===== src/rtl/i2c_ee_pkg.sv =====
package i2c_ee_pkg;

  typedef enum logic [2:0] {
    ST_IDLE,
    ST_DEV,
    ST_WADDR,
    ST_WDATA,
    ST_RD_FIRST,
    ST_RDATA
  } ee_state_e;

  localparam logic [3:0] DEV_CODE = 4'b1010;

  // Upper seven bits of a select byte must equal the fixed code plus strap bits.
  function automatic logic dev_match(input logic [7:0] b, input logic [2:0] hw);
    return b[7:1] == {DEV_CODE, hw};
  endfunction

  // Advance only the bits under pmask, keep the rest (no carry out of the page).
  function automatic logic [7:0] page_step(input logic [7:0] a, input logic [7:0] pmask);
    return (a & ~pmask) | ((a + 8'd1) & pmask);
  endfunction

  // Advance across the whole array, wrapping at amask.
  function automatic logic [7:0] array_step(input logic [7:0] a, input logic [7:0] amask);
    return (a + 8'd1) & amask;
  endfunction

endpackage


===== src/rtl/i2c_ee_bus_events.sv =====
module i2c_ee_bus_events (
  input  logic clk,
  input  logic rst_n,
  input  logic scl_i,
  input  logic sda_i,
  output logic scl_rise_o,
  output logic scl_fall_o,
  output logic start_o,
  output logic stop_o
);
  logic scl_q;
  logic sda_q;

  always_ff @(posedge clk or negedge rst_n) begin
    if (!rst_n) begin
      scl_q <= 1'b1;
      sda_q <= 1'b1;
    end else begin
      scl_q <= scl_i;
      sda_q <= sda_i;
    end
  end

  assign scl_rise_o = !scl_q && scl_i;
  assign scl_fall_o = scl_q && !scl_i;
  assign start_o    = scl_q && scl_i && sda_q && !sda_i;
  assign stop_o     = scl_q && scl_i && !sda_q && sda_i;

endmodule


===== src/rtl/i2c_ee_page_buf.sv =====
module i2c_ee_page_buf #(
  parameter int PAGE_BYTES = 16,
  localparam int PG_W = $clog2(PAGE_BYTES)
) (
  input  logic                       clk,
  input  logic                       rst_n,
  input  logic                       clear_i,
  input  logic                       wr_en_i,
  input  logic [PG_W-1:0]            wr_idx_i,
  input  logic [7:0]                 wr_data_i,
  output logic [PAGE_BYTES-1:0][7:0] data_o,
  output logic [PAGE_BYTES-1:0]      valid_o
);

  for (genvar g = 0; g < PAGE_BYTES; g++) begin : g_slot
    always_ff @(posedge clk or negedge rst_n) begin
      if (!rst_n) begin
        valid_o[g] <= 1'b0;
        data_o[g]  <= 8'h00;
      end else if (clear_i) begin
        valid_o[g] <= 1'b0;
      end else if (wr_en_i && wr_idx_i == PG_W'(g)) begin
        valid_o[g] <= 1'b1;
        data_o[g]  <= wr_data_i;
      end
    end
  end

  AST_SLOT_MARKED: assert property (@(posedge clk) disable iff (!rst_n)
    wr_en_i && !clear_i |=> valid_o[$past(wr_idx_i)]);

endmodule


===== src/rtl/i2c_ee_wcycle.sv =====
module i2c_ee_wcycle #(
  parameter int CYCLES = 400,
  localparam int CW = $clog2(CYCLES + 1)
) (
  input  logic clk,
  input  logic rst_n,
  input  logic start_i,
  input  logic wp_i,
  output logic busy_o,
  output logic commit_o
);
  localparam logic [CW-1:0] LAST = CW'(CYCLES - 1);

  logic [CW-1:0] cnt;
  logic          at_end;

  assign at_end   = cnt == LAST;
  assign commit_o = busy_o && !wp_i && at_end;

  always_ff @(posedge clk or negedge rst_n) begin
    if (!rst_n) begin
      busy_o <= 1'b0;
      cnt    <= '0;
    end else if (!busy_o) begin
      if (start_i) begin
        busy_o <= 1'b1;
        cnt    <= '0;
      end
    end else if (wp_i || at_end) begin
      busy_o <= 1'b0;
    end else begin
      cnt <= cnt + 1'b1;
    end
  end

  AST_ABORT_DROPS: assert property (@(posedge clk) disable iff (!rst_n)
    busy_o && wp_i |=> !busy_o);
  AST_COMMIT_ENDS: assert property (@(posedge clk) disable iff (!rst_n)
    commit_o |=> !busy_o);
  AST_START_RAISES: assert property (@(posedge clk) disable iff (!rst_n)
    start_i && !busy_o |=> busy_o);

endmodule


===== src/rtl/i2c_eeprom_target.sv =====
module i2c_eeprom_target
  import i2c_ee_pkg::*;
#(
  parameter int MEM_BYTES    = 128,
  parameter int PAGE_BYTES   = 16,
  parameter int WRITE_CYCLES = 400
) (
  input  logic       clk,
  input  logic       rst_n,
  input  logic       scl_i,
  input  logic       sda_i,
  input  logic       wp_i,
  input  logic [2:0] hw_addr_i,
  output logic       sda_pull_o,
  output logic       busy_o
);
  localparam int         ADDR_W = $clog2(MEM_BYTES);
  localparam int         PG_W   = $clog2(PAGE_BYTES);
  localparam logic [7:0] AMASK  = 8'(MEM_BYTES - 1);
  localparam logic [7:0] PMASK  = 8'(PAGE_BYTES - 1);

  // bus events
  logic scl_rise, scl_fall, start_ev, stop_ev;

  i2c_ee_bus_events u_ev (
    .clk        (clk),
    .rst_n      (rst_n),
    .scl_i      (scl_i),
    .sda_i      (sda_i),
    .scl_rise_o (scl_rise),
    .scl_fall_o (scl_fall),
    .start_o    (start_ev),
    .stop_o     (stop_ev)
  );

  // sequencer state
  ee_state_e  state;
  logic [3:0] bitcnt;
  logic [7:0] shreg;
  logic [7:0] txbyte;
  logic [7:0] cur_addr;
  logic [7:0] page_base;
  logic       pull;
  logic       have_data;
  logic       rd_nack;

  // write cycle and page buffer
  logic                       busy;
  logic                       commit;
  logic [PAGE_BYTES-1:0][7:0] pbuf_data;
  logic [PAGE_BYTES-1:0]      pbuf_valid;

  logic [7:0] mem [MEM_BYTES];
  logic [7:0] rd_byte;

  // named internal events
  logic byte_done, dev_byte_done, dev_ok, addr_byte_done, data_byte_done;
  logic ack_end, rd_ack_rise, wc_start;

  assign byte_done      = scl_fall && bitcnt == 4'd8 && state != ST_IDLE;
  assign dev_byte_done  = byte_done && state == ST_DEV;
  assign dev_ok         = dev_match(shreg, hw_addr_i) && !busy;
  assign addr_byte_done = byte_done && state == ST_WADDR;
  assign data_byte_done = byte_done && state == ST_WDATA;
  assign ack_end        = scl_fall && bitcnt == 4'd9 && state != ST_IDLE;
  assign rd_ack_rise    = scl_rise && bitcnt == 4'd8 && state == ST_RDATA;
  assign wc_start       = stop_ev && have_data && !wp_i && !busy;
  assign rd_byte        = mem[cur_addr[ADDR_W-1:0]];

  i2c_ee_page_buf #(.PAGE_BYTES(PAGE_BYTES)) u_pbuf (
    .clk       (clk),
    .rst_n     (rst_n),
    .clear_i   (addr_byte_done),
    .wr_en_i   (data_byte_done),
    .wr_idx_i  (cur_addr[PG_W-1:0]),
    .wr_data_i (shreg),
    .data_o    (pbuf_data),
    .valid_o   (pbuf_valid)
  );

  i2c_ee_wcycle #(.CYCLES(WRITE_CYCLES)) u_wc (
    .clk      (clk),
    .rst_n    (rst_n),
    .start_i  (wc_start),
    .wp_i     (wp_i),
    .busy_o   (busy),
    .commit_o (commit)
  );

  // page commit into the array
  always_ff @(posedge clk) begin
    if (commit) begin
      for (int i = 0; i < PAGE_BYTES; i++) begin
        if (pbuf_valid[i]) mem[ADDR_W'(page_base | 8'(i))] <= pbuf_data[i];
      end
    end
  end

  // bit and byte sequencer
  always_ff @(posedge clk or negedge rst_n) begin
    if (!rst_n) begin
      state     <= ST_IDLE;
      bitcnt    <= '0;
      shreg     <= '0;
      txbyte    <= '0;
      cur_addr  <= '0;
      page_base <= '0;
      pull      <= 1'b0;
      have_data <= 1'b0;
      rd_nack   <= 1'b0;
    end else if (start_ev) begin
      state     <= ST_DEV;
      bitcnt    <= '0;
      pull      <= 1'b0;
      have_data <= 1'b0;
      rd_nack   <= 1'b0;
    end else if (stop_ev) begin
      state     <= ST_IDLE;
      bitcnt    <= '0;
      pull      <= 1'b0;
      have_data <= 1'b0;
    end else if (state != ST_IDLE) begin
      if (scl_rise) begin
        if (bitcnt < 4'd8) shreg <= {shreg[6:0], sda_i};
        if (bitcnt < 4'd9) bitcnt <= bitcnt + 4'd1;
        if (rd_ack_rise) begin
          rd_nack <= sda_i;
          if (!sda_i) cur_addr <= array_step(cur_addr, AMASK);
        end
      end
      if (scl_fall) begin
        if (bitcnt == 4'd8) begin
          unique case (state)
            ST_DEV: begin
              if (dev_ok) begin
                pull  <= 1'b1;
                state <= shreg[0] ? ST_RD_FIRST : ST_WADDR;
              end else begin
                state <= ST_IDLE;
              end
            end
            ST_WADDR: begin
              pull      <= 1'b1;
              cur_addr  <= shreg & AMASK;
              page_base <= shreg & AMASK & ~PMASK;
              state     <= ST_WDATA;
            end
            ST_WDATA: begin
              pull      <= 1'b1;
              have_data <= 1'b1;
              cur_addr  <= page_step(cur_addr, PMASK);
            end
            default: pull <= 1'b0;
          endcase
        end else if (bitcnt == 4'd9) begin
          bitcnt <= '0;
          if (state == ST_RD_FIRST || (state == ST_RDATA && !rd_nack)) begin
            txbyte <= rd_byte;
            pull   <= !rd_byte[7];
            state  <= ST_RDATA;
          end else begin
            pull <= 1'b0;
            if (state == ST_RDATA) state <= ST_IDLE;
          end
        end else if (state == ST_RDATA) begin
          pull <= !txbyte[3'd7 - bitcnt[2:0]];
        end
      end
    end
  end

  assign sda_pull_o = pull;
  assign busy_o     = busy;

  AST_NACK_WHEN_BUSY: assert property (@(posedge clk) disable iff (!rst_n)
    dev_byte_done && busy |=> !sda_pull_o);
  AST_PAGE_UPPER_FIXED: assert property (@(posedge clk) disable iff (!rst_n)
    data_byte_done |=> (cur_addr & ~PMASK) == ($past(cur_addr) & ~PMASK));
  AST_WP_NO_CYCLE: assert property (@(posedge clk) disable iff (!rst_n)
    stop_ev && wp_i |=> !busy_o);
  AST_SDA_MOVES_SCL_LOW: assert property (@(posedge clk) disable iff (!rst_n)
    !$stable(sda_pull_o) |-> !scl_i);
  AST_DATA_NO_BUSY: assert property (@(posedge clk) disable iff (!rst_n)
    data_byte_done |-> !busy_o);

endmodule


===== config.mk =====
export PLATFORM = sky130hd
export DESIGN_NAME = i2c_eeprom_target
export DESIGN_NICKNAME = d
export VERILOG_FILES = /design/src/rtl/i2c_ee_pkg.sv /design/src/rtl/i2c_ee_bus_events.sv /design/src/rtl/i2c_ee_page_buf.sv /design/src/rtl/i2c_ee_wcycle.sv /design/src/rtl/i2c_eeprom_target.sv
export SDC_FILE = /design/constraint.sdc
export NUM_CORES = 1
export LEC_CHECK = 0
export BUFFER_PORTS_ARGS = -buffer_cell sky130_fd_sc_hd__buf_2
export CORE_MARGIN = 8
export CORE_UTILIZATION = 33
export CTS_CLUSTER_DIAMETER = 60
export DETAILED_ROUTE_END_ITERATION = 10
export SETUP_SLACK_MARGIN = 0.4
export SYNTH_ARGS = -nofsm -noshare
export SYNTH_HDL_FRONTEND = slang
export SYNTH_SLANG_ARGS = --single-unit

===== constraint.sdc =====
create_clock -name clk -period 5.1 [get_ports clk]
set_input_delay 0.255 -clock clk [delete_from_list [all_inputs] [get_ports clk]]
set_output_delay 0.255 -clock clk [all_outputs]
set_load 0.05 [all_outputs]

* Word level (Yosys, flattened, before mapping)
Memories as Yosys holds them, arrays and structs flattened. Index checks and enable logic that the tools add are counted.
Cells by class: add/sub/neg operators 4, magnitude comparators 3, equal/unequal tests 28, muxes and demuxes 134, bitwise logic cells 5, reductions and logical operators 102
Operators with widths (number):
- 2-to-1 mux 1 bit | 104
- == test 4 bit (second input constant) | 10
- 2-to-1 mux 8 bit | 5
- nonzero test 2 bit | 20
- logical AND 1 bit | 36
- AND reduction 2 bit | 17
- 2-to-1 mux 4 bit | 8
- 2-to-1 mux 3 bit | 10
- 2-to-1 mux 9 bit | 3
- == test 4 x 3 -> 1 bit (second input constant) | 4
- case mux 8 bit (2 select lines) | 1
- nonzero test 3 bit | 5
- AND reduction 4 bit | 3
- AND reduction 5 bit | 2
- nonzero test 5 bit | 2
- adder 9 x 1 -> 9 bit (second input constant) | 1
- == test 9 bit (second input constant) | 1
- zero test 1 bit | 9
- == test 4 x 2 -> 1 bit (second input constant) | 2
- less-than comparator 4 bit (second input constant) | 2
- bitwise OR 8 x 4 -> 8 bit | 1
- adder 7 x 1 -> 7 bit (second input constant) | 1
- == test 7 bit | 1
- AND reduction 7 bit | 1
- other kinds (20) | 27
Storage, ports and cells: flip-flop bits (word level) 193, RAM bits 1024, output and inout bits 2, memories kept 1
Memories:
- mem | depth 128, width 8, rd ports 1, clocked after memory_dff 0, write ports 16, line i2c_eeprom_target.sv:53 | logic [7:0] mem [MEM_BYTES];

* Depth between registers and ports, before layout
Gate-level depths: netlist of the first run.
depth after elaboration 11, depth in mapped cells 12

* Hierarchy
Synthesis of the first run repeated with hierarchy kept, for this count alone.
Unflattened totals: cell total of the unflattened synthesis 2512, area, all modules 48146.2 sq um
By module, submodules not included:
- i2c_eeprom_target | times used 1, cells an instance 2113, area an instance 42011.5 sq um, seq. area each 31650.4 sq um
- i2c_ee_page_buf | times used 1, cells an instance 337, area an instance 5480.3 sq um, seq. area each 3603.5 sq um
- i2c_ee_wcycle | times used 1, cells an instance 56, area an instance 569.3 sq um, seq. area each 250.2 sq um
- i2c_ee_bus_events | times used 1, cells an instance 6, area an instance 85.1 sq um, seq. area each 52.6 sq um

* Least setup slack after synthesis of the first run
No wires, ideal clock.
kind register to register, from register u_wc.cnt[0], to memory mem[10][0] (enable), arrival 2.219 ns, data required time 4.705 ns, path slack 2.486 ns, stages on the path, launching flop included 8, path buffers 1, period minus slack after synthesis 2.614 ns, path through dfrtp_1 -> ha_1 -> and4b_1 -> nand4_1 -> nor3b_1 -> nand2b_1 -> clkbuf_1 -> nor4_1
RTL lines:
- start: declaration | line i2c_ee_wcycle.sv:14 | logic [CW-1:0] cnt;
- start signal: assignment | line i2c_ee_wcycle.sv:32 | cnt <= cnt + 1'b1;
- end: declaration | line i2c_eeprom_target.sv:53

==> results.txt, run 1 <==
Worst Hold Class -> input pin to asynchronous set/reset pin
Post-DP HPWL -> 105.9 mm
Setup TNS -> 0 ps
DR DRC count -> 0
# nets final -> 2,579
Die width -> 401.6 um
Clock net sink count -> 1,216
Vias in the first global route -> 25,400
Total wire length -> 161.0 mm
Largest net degree at the start of global routing -> 111
Reg2Reg Depth -> 8
Total of max-cap violations -> 0
Syn Inst Count -> 2,499
Ys Warns -> 0
Routed vias/inst -> 5.746
Worst hold margin -> 163.9 ps
Critical path type -> register to register
Row count -> 141
Lkg Pwr -> 20.86 nW
Initial antenna violation count -> 9
Fin. max-slew vios -> 0
Ports -> 10
Pwr/cell area -> 382.3 nW/um2
Drt first-iter violations -> 4,147
TritonCTS clock tree -> built
Fillers -> 13,210
Sequential fraction of the synthesis area -> 72.46%
Share of synthesized registers carrying an async set or reset -> 15.79%
Mapped cell area -> 49,070 um2
Crit. End Element -> register
CP startpoint kind -> register
Final worst-path cycle share -> 80.53%
Final WS setup -> 993.0 ps
Area delta synth->final -> 13.56%
Fmax -> 243.5 MHz
IO buf count -> 9
Vert. Die Dim -> 401.6 um
Die area -> 161,300 um2
Maximum fanout along the worst path -> 12
Maximum vdd ir drop -> 323.1 uV
Final setup violation count -> 0
Mapped Avg Cell Area -> 19.64 um2
Global Route Usage Sum -> 19.41%
R2R Path Start -> u_wc.cnt[0]
Overflow after GRT -> 0
Final Power -> 21.30 mW
Htree depth -> 4
Starting Density -> 33.23%
Clock buffer depth -> 3
First-pass GRT wire length -> 219.3 mm
Hold Fails Final Rpt -> 0
TritonRoute pass-1 iters -> 8
Clock Latency Late Sink -> 750 ps
Inserted Clock Buffers -> 133
CTS clk-pin slew, worst paths -> 60 ps
Final clock skew -> 33.93 ps
Syn Nets -> 2,516
Fin crit period -> 4107 ps
Worst rel slew slack -> 16.51%
Via Count -> 26,450
Crit path arrival time -> 4480 ps
Placed cell areas -> 51,180 um2
Core area -> 147,700 um2
R2R Setup Slk -> 990 ps
Clk root buf -> clkbuf_16
Outcome -> finished clean
Finished Cell Area -> 55,720 um2
Antenna-violating nets left -> 0
RSZ-0062 raised after global routing -> no
Yosys cell types -> 84
Worst r2r dst -> mem[105][1]
Dominant synthesized flop cell -> edfxtp_1
Slew @ Worst Pin -> 1243 ps
EDFF count, synth -> 1,024
Worst slack, placed -> 1088 ps
Avg WL per Cell -> 34.99 um
FF+latch count, synth -> 1,216
Resize count post-CTS -> 0
Layout cells sized above 1 -> 27.22%
Critical Path RT -> 5470 ps
RePlAce Congestion -> 0.9982
## how the worst max path moves through the flow
stage                      startpoint          end  slack (ps)  depth (start not counted)
after floorplan           u_wc.cnt[0]   mem[10][0]        2490                          7
after global placement    u_wc.cnt[0]   mem[97][3]        1170                          8
after CTS                 u_wc.cnt[0]  mem[105][1]        1070                          8
final                     u_wc.cnt[0]  mem[105][1]         990                          8
after global routing      u_wc.cnt[0]  mem[105][1]         780                          8
after detailed placement  u_wc.cnt[0]   mem[97][6]        1090                          8
## synth_stat cells, drive strengths merged (4+ instances only)
cell type,instances,area (um2)
a32oi,4,35.03
mux4,244,5503
nor2b,9,56.30
dfrtp,190,4755
o211ai,6,45.04
xnor2,5,43.79
dlygate4sd3,5,50.05
dlygate4sd1,10,87.58
clkbuf,50,242.7
mux2,154,2215
mux2i,38,380.4
or2,4,25.02
nand2,125,729.5
nand2b,12,75.07
a22oi,47,352.8
a311oi,4,35.03
o311ai,5,43.79
inv,8,30.03
nor4,10,68.81
o31ai,5,37.54
edfxtp,1024,30750
o221ai,4,35.03
a31oi,13,81.33
and3,7,63.81
ha,9,112.6
xor2,8,70.07
nand3,42,210.2
or3,5,32.53
clkinv,4,15.01
o22ai,11,68.82
nor4b,7,95.09
o21ai,31,155.2
and2,120,752.0
nor2,65,244.0
nor3,34,170.2
a211oi,9,67.56
a221o,4,40.04
a21oi,29,145.1
nand4,12,75.07
nand3b,4,30.03
buf,80,636.9
## worst max-delay path, cell delays in order, from the launching register on
cell and delay [ps]:
dfrtp_1 390, ha_1 200, and4b_1 200, nand4_1 160
nor3b_1 490, nand2_1 420, nor2_1 1050, buf_4 370
and2_1 440
## cell usage in the layout, fill, tap and decap left out, types with 8 or more instances in the layout
cell type,n
and2_1,118
nor3_1,27
edfxtp_1,1024
dfrtp_1,181
xor2_1,8
inv_6,13
clkbuf_16,138
o21ai_0,25
mux2_4,128
clkbuf_1,24
a31oi_1,13
inv_1,8
clkinv_2,17
mux2i_1,38
nand2b_1,12
nand2_1,109
mux4_2,242
nand3_1,42
buf_2,8
mux2_2,26
bufinv_16,16
a21oi_1,29
nor2_1,64
a22oi_1,47
buf_12,9
nand2_8,16
ha_1,9
buf_4,52
o22ai_1,11
a211oi_1,9
clkinv_1,23
nand4_1,12
## what timing repair did
item                      CTS  global route
buffers inserted            0             0
hold endpoints to repair   90             0
hold buffers                4             0
## registers in the layout, indices dropped and copies added, names as in the netlist
signal          cells
bitcnt              4
page_base           3
u_pbuf.data_o     128
cur_addr            7
state               3
have_data           1
txbyte              8
u_ev.scl_q          1
shreg               8
u_wc.busy_o         1
sda_pull_o          1
mem              1024
u_pbuf.valid_o     16
u_wc.cnt            9
u_ev.sda_q          1
rd_nack             1
## per-layer routing
metal / global-route usage (%) / wire length (um) / vias to the layer above
met3: 5.465 / 18570 / 302
met5: 0 / 12 / -
met1: 26.49 / 63140 / 14110
li1: - / - / 10210
met4: 8.450 / 7718 / 2
met2: 29.01 / 71600 / 1833
## kinds of logic (layout without fill, tap and decap cells)
logic type	Yosys count	in the layout	synth area share, %
buffers and inverters	158	330	2.188
adders and majority gates	9	9	0.2295
muxes	436	436	16.50
and+or+nand+nor	471	471	5.633
other	0	2	0
xor gates and xnor gates	13	13	0.2320
AOI/OAI and AO/OA	196	196	2.754
DFF	1216	1216	72.46
## metrics by stage
step	std cells	util, %
floorplan	2499	-
CTS	4601	37.73
global route	4601	37.73
global placement	4353	34.66
finish	4603	37.74
detailed placement	4353	34.66
## area by class of cell
cell class,instances,area (um2),share of cell area [%]
clock buffers,166,3598,6.458
inverters,12,45.04,0.08084
multi-input cells,1125,12520,22.47
well taps,1930,2415,4.334
diodes,2,5.005,0.008982
clock inverters,78,894.6,1.605
repair buffers,74,665.6,1.195
flip-flops and latches,1216,35580,63.84
## power breakdown
part           leakage (nW)  switching (mW)  internal [mW]
Sequential             14.1           0.269           10.7
Combinational          4.61           0.281          0.115
Clock                  2.20            4.09           5.87
No activity file was read; power rests on OpenSTA's default activity.
==> run 2, diff against run 1 <==
==> constraint.sdc (replaced) <==
create_clock -name clk -period 4.05 [get_ports clk]
set_input_delay 0.2025 -clock clk [delete_from_list [all_inputs] [get_ports clk]]
set_output_delay 0.2025 -clock clk [all_outputs]
set_load 0.05 [all_outputs]
==> run 2 against run 1 <==
  * Setup slack worse by 380 ps
  * Core utilization down 0.054 points
  * Global-route usage about the same
  * Combinational power is 63% higher
  * Routed wire length about the same
  * Clock skew shrank 1.3 ps
  * Register-to-register slack got worse by 380 ps
  * Via count fell by 0.66%
  * Critical path type unchanged
==> results.txt, run 2 (synthesis gave the netlist of run 1 again) <==
Post-DP HPWL -> 110.7 mm (+4.5%)
Area delta synth->final -> 13.39%
Clk root buf -> clkbuf_16
Critical Path RT -> 4620 ps (-850 ps)
TritonCTS clock tree -> built
IO buf count -> 9 (unchanged)
CP startpoint kind -> register
Commonest non-fill, non-tap cells in the layout -> 1,024 x edfxtp_1, 242 x mux4_2, 183 x dfrtp_1, 128 x mux2_4
Most common cell after layout, fill and taps aside -> edfxtp_1
Die width -> 401.6 um (unchanged)
CTS clk-pin slew, worst paths -> 70 ps (about the same)
TritonRoute pass-1 iters -> 6 (-2)
R2R Setup Slk -> 610 ps (-380 ps)
Vias in the first global route -> 25,050 (-1.4%)
Setup TNS -> 0 ps (unchanged)
DR DRC count -> 0 (unchanged)
Htree depth -> 3 (-1)
Worst hold margin -> 83.84 ps (-80.07 ps)
Final core area utilization -> 37.68% (-0.054 points)
Layout Cells excl Fill -> 4,616 (+0.28%)
Pwr/cell area -> 463.4 nW/um2 (+21%)
Most used cell along the critical path -> buf_4
First-pass GRT wire length -> 218.8 mm (-0.24%)
Die area -> 161,300 um2 (unchanged)
Slew @ Worst Pin -> 1179 ps (-64.18 ps)
Hold Fails Final Rpt -> 0 (unchanged)
Maximum vdd ir drop -> 537.9 uV (+67%)
Lkg Pwr -> 20.97 nW (+0.53%)
Placed Cells -> 4,394 (+0.94%)
Clock buffer depth -> 3 (unchanged)
Inserted Clock Buffers -> 115 (-14%)
Via Count -> 26,270 (-0.66%)
Slowest stage delay, CP -> 820 ps (-230 ps)
Final clock skew -> 32.63 ps (-1.302 ps)
Starting Density -> 33.23% (unchanged)
Global Route Usage Sum -> 19.39% (-0.022 points)
Row count -> 141 (unchanged)
Vert. Die Dim -> 401.6 um (unchanged)
Total of max-cap violations -> 0 (unchanged)
Clock Latency Late Sink -> 710 ps (-40 ps)
Drt first-iter violations -> 4,192 (+1.1%)
Core area -> 147,700 um2 (unchanged)
Biggest regs -> mem: 1024 flops, u_pbuf.data_o: 128 flops, u_pbuf.valid_o: 16 flops
Final worst-path cycle share -> 84.97% (+4.4 points)
Antenna-violating nets left -> 0 (unchanged)
Final Power -> 25.79 mW (+21%)
Crit-path leading delay family -> multiplexers
Ports -> 10 (unchanged)
Crit. End Element -> register
Worst rel slew slack -> 21.22% (+4.7 points)
RSZ-0062 raised after global routing -> no
Fin. max-slew vios -> 0 (unchanged)
Layout cells sized above 1 -> 27.67% (+0.45 points)
RePlAce Congestion -> 1.009 (+1.0%)
Outcome -> finished clean
Maximum fanout along the worst path -> 26 (+14)
CP bufs+invs -> 2 (+1)
Crit path arrival time -> 4010 ps (-470 ps)
Overflow after GRT -> 0 (unchanged)
Initial antenna violation count -> 8 (-1)
Largest net degree at the start of global routing -> 84 (-24%)
Worst Hold Class -> input pin to asynchronous set/reset pin
Largest register by flop count -> mem
Setup crit start -> cur_addr[0]
Max reg flops -> 1,024 (unchanged)
Worst path slowest cell -> dfrtp_4
Fillers -> 13,180 (-0.26%)
Avg WL per Cell -> 34.87 um (-0.34%)
Critical path type -> register to register
CP Cell Sequence -> buf_4 > buf_4 > mux4_2 > mux2i_1 > a221o_1 > a21oi_1 > nor4b_1 > o31ai_1
# nets final -> 2,603 (+0.93%)
Fin crit period -> 3441 ps (-665.6 ps)
Clock net sink count -> 1,216 (unchanged)
R2R Path Start -> cur_addr[0]
Fmax -> 290.6 MHz (+19%)
Routed vias/inst -> 5.692 (-0.94%)
Final setup violation count -> 0 (unchanged)
Total wire length -> 160.9 mm (about the same)
run 2: repair_timing:
item / CTS / global route
gates resized for setup: 1 / 0
hold buffers: 4 / 0
buffers inserted: 0 / 1
setup endpoints to repair: 58 / 57
pin swaps: 0 / 1
endpoints found under the hold margin: 89 / 0
run 2: per-stage QoR:
step                setup slack (ps)  area (um2)
floorplan                       1436       49070
global placement               365.0       51550
detailed placement             264.7       51550
CTS                            488.0       55620
global route                   453.6       55640
finish                         608.6       55640
run 2: layout make-up:
type | count | area (um2) | area share [%]
Multi-Input combinational cell | 1125 | 12530 | 22.52
Clock inverter | 69 | 879.6 | 1.581
Timing Repair Buffer | 116 | 1056 | 1.898
Inverter | 12 | 45.04 | 0.08095
Tap cell | 1930 | 2415 | 4.340
Antenna cell | 1 | 2.502 | 0.004497
Clock buffer | 147 | 3142 | 5.646
Sequential cell | 1216 | 35570 | 63.93
run 2: routing by layer:
layer | wire [um] | vias up | global-route usage [%]
met5 | 0 | - | 0
met4 | 8117 | 0 | 8.450
met3 | 16500 | 325 | 3.756
met2 | 71090 | 1673 | 29.09
met1 | 65250 | 14050 | 27.47
li1 | - | 10230 | -
run 2: power breakdown:
part	internal (mW)	total, mW	switching, mW	leakage, nW
clock	6.76	11.5	4.75	1.95
combinational	0.158	0.645	0.487	4.85
sequential	13.4	13.6	0.194	14.2
total	20.4	25.8	5.43	21.0
run 2: worst register-to-register path: cells and delay by family (launching register included):
family                 cells  cell delay (ps)
AND/OR/NAND/NOR            1              290
buffers and inverters      2              680
AO/OA/AOI/OAI              3              450
flip-flops                 1              820
multiplexers               2             1090
run 2: worst paths after layout:
path                            cells after the start                  to
worst min register to register                      2           txbyte[7]
worst max-delay path                                8           txbyte[6]
min in group clk                                    2          u_ev.sda_q
worst min-delay path                                2  u_pbuf.data_o[112]
max in group asynchronous                           3   u_pbuf.data_o[52]
worst max register to register                      8           txbyte[6]
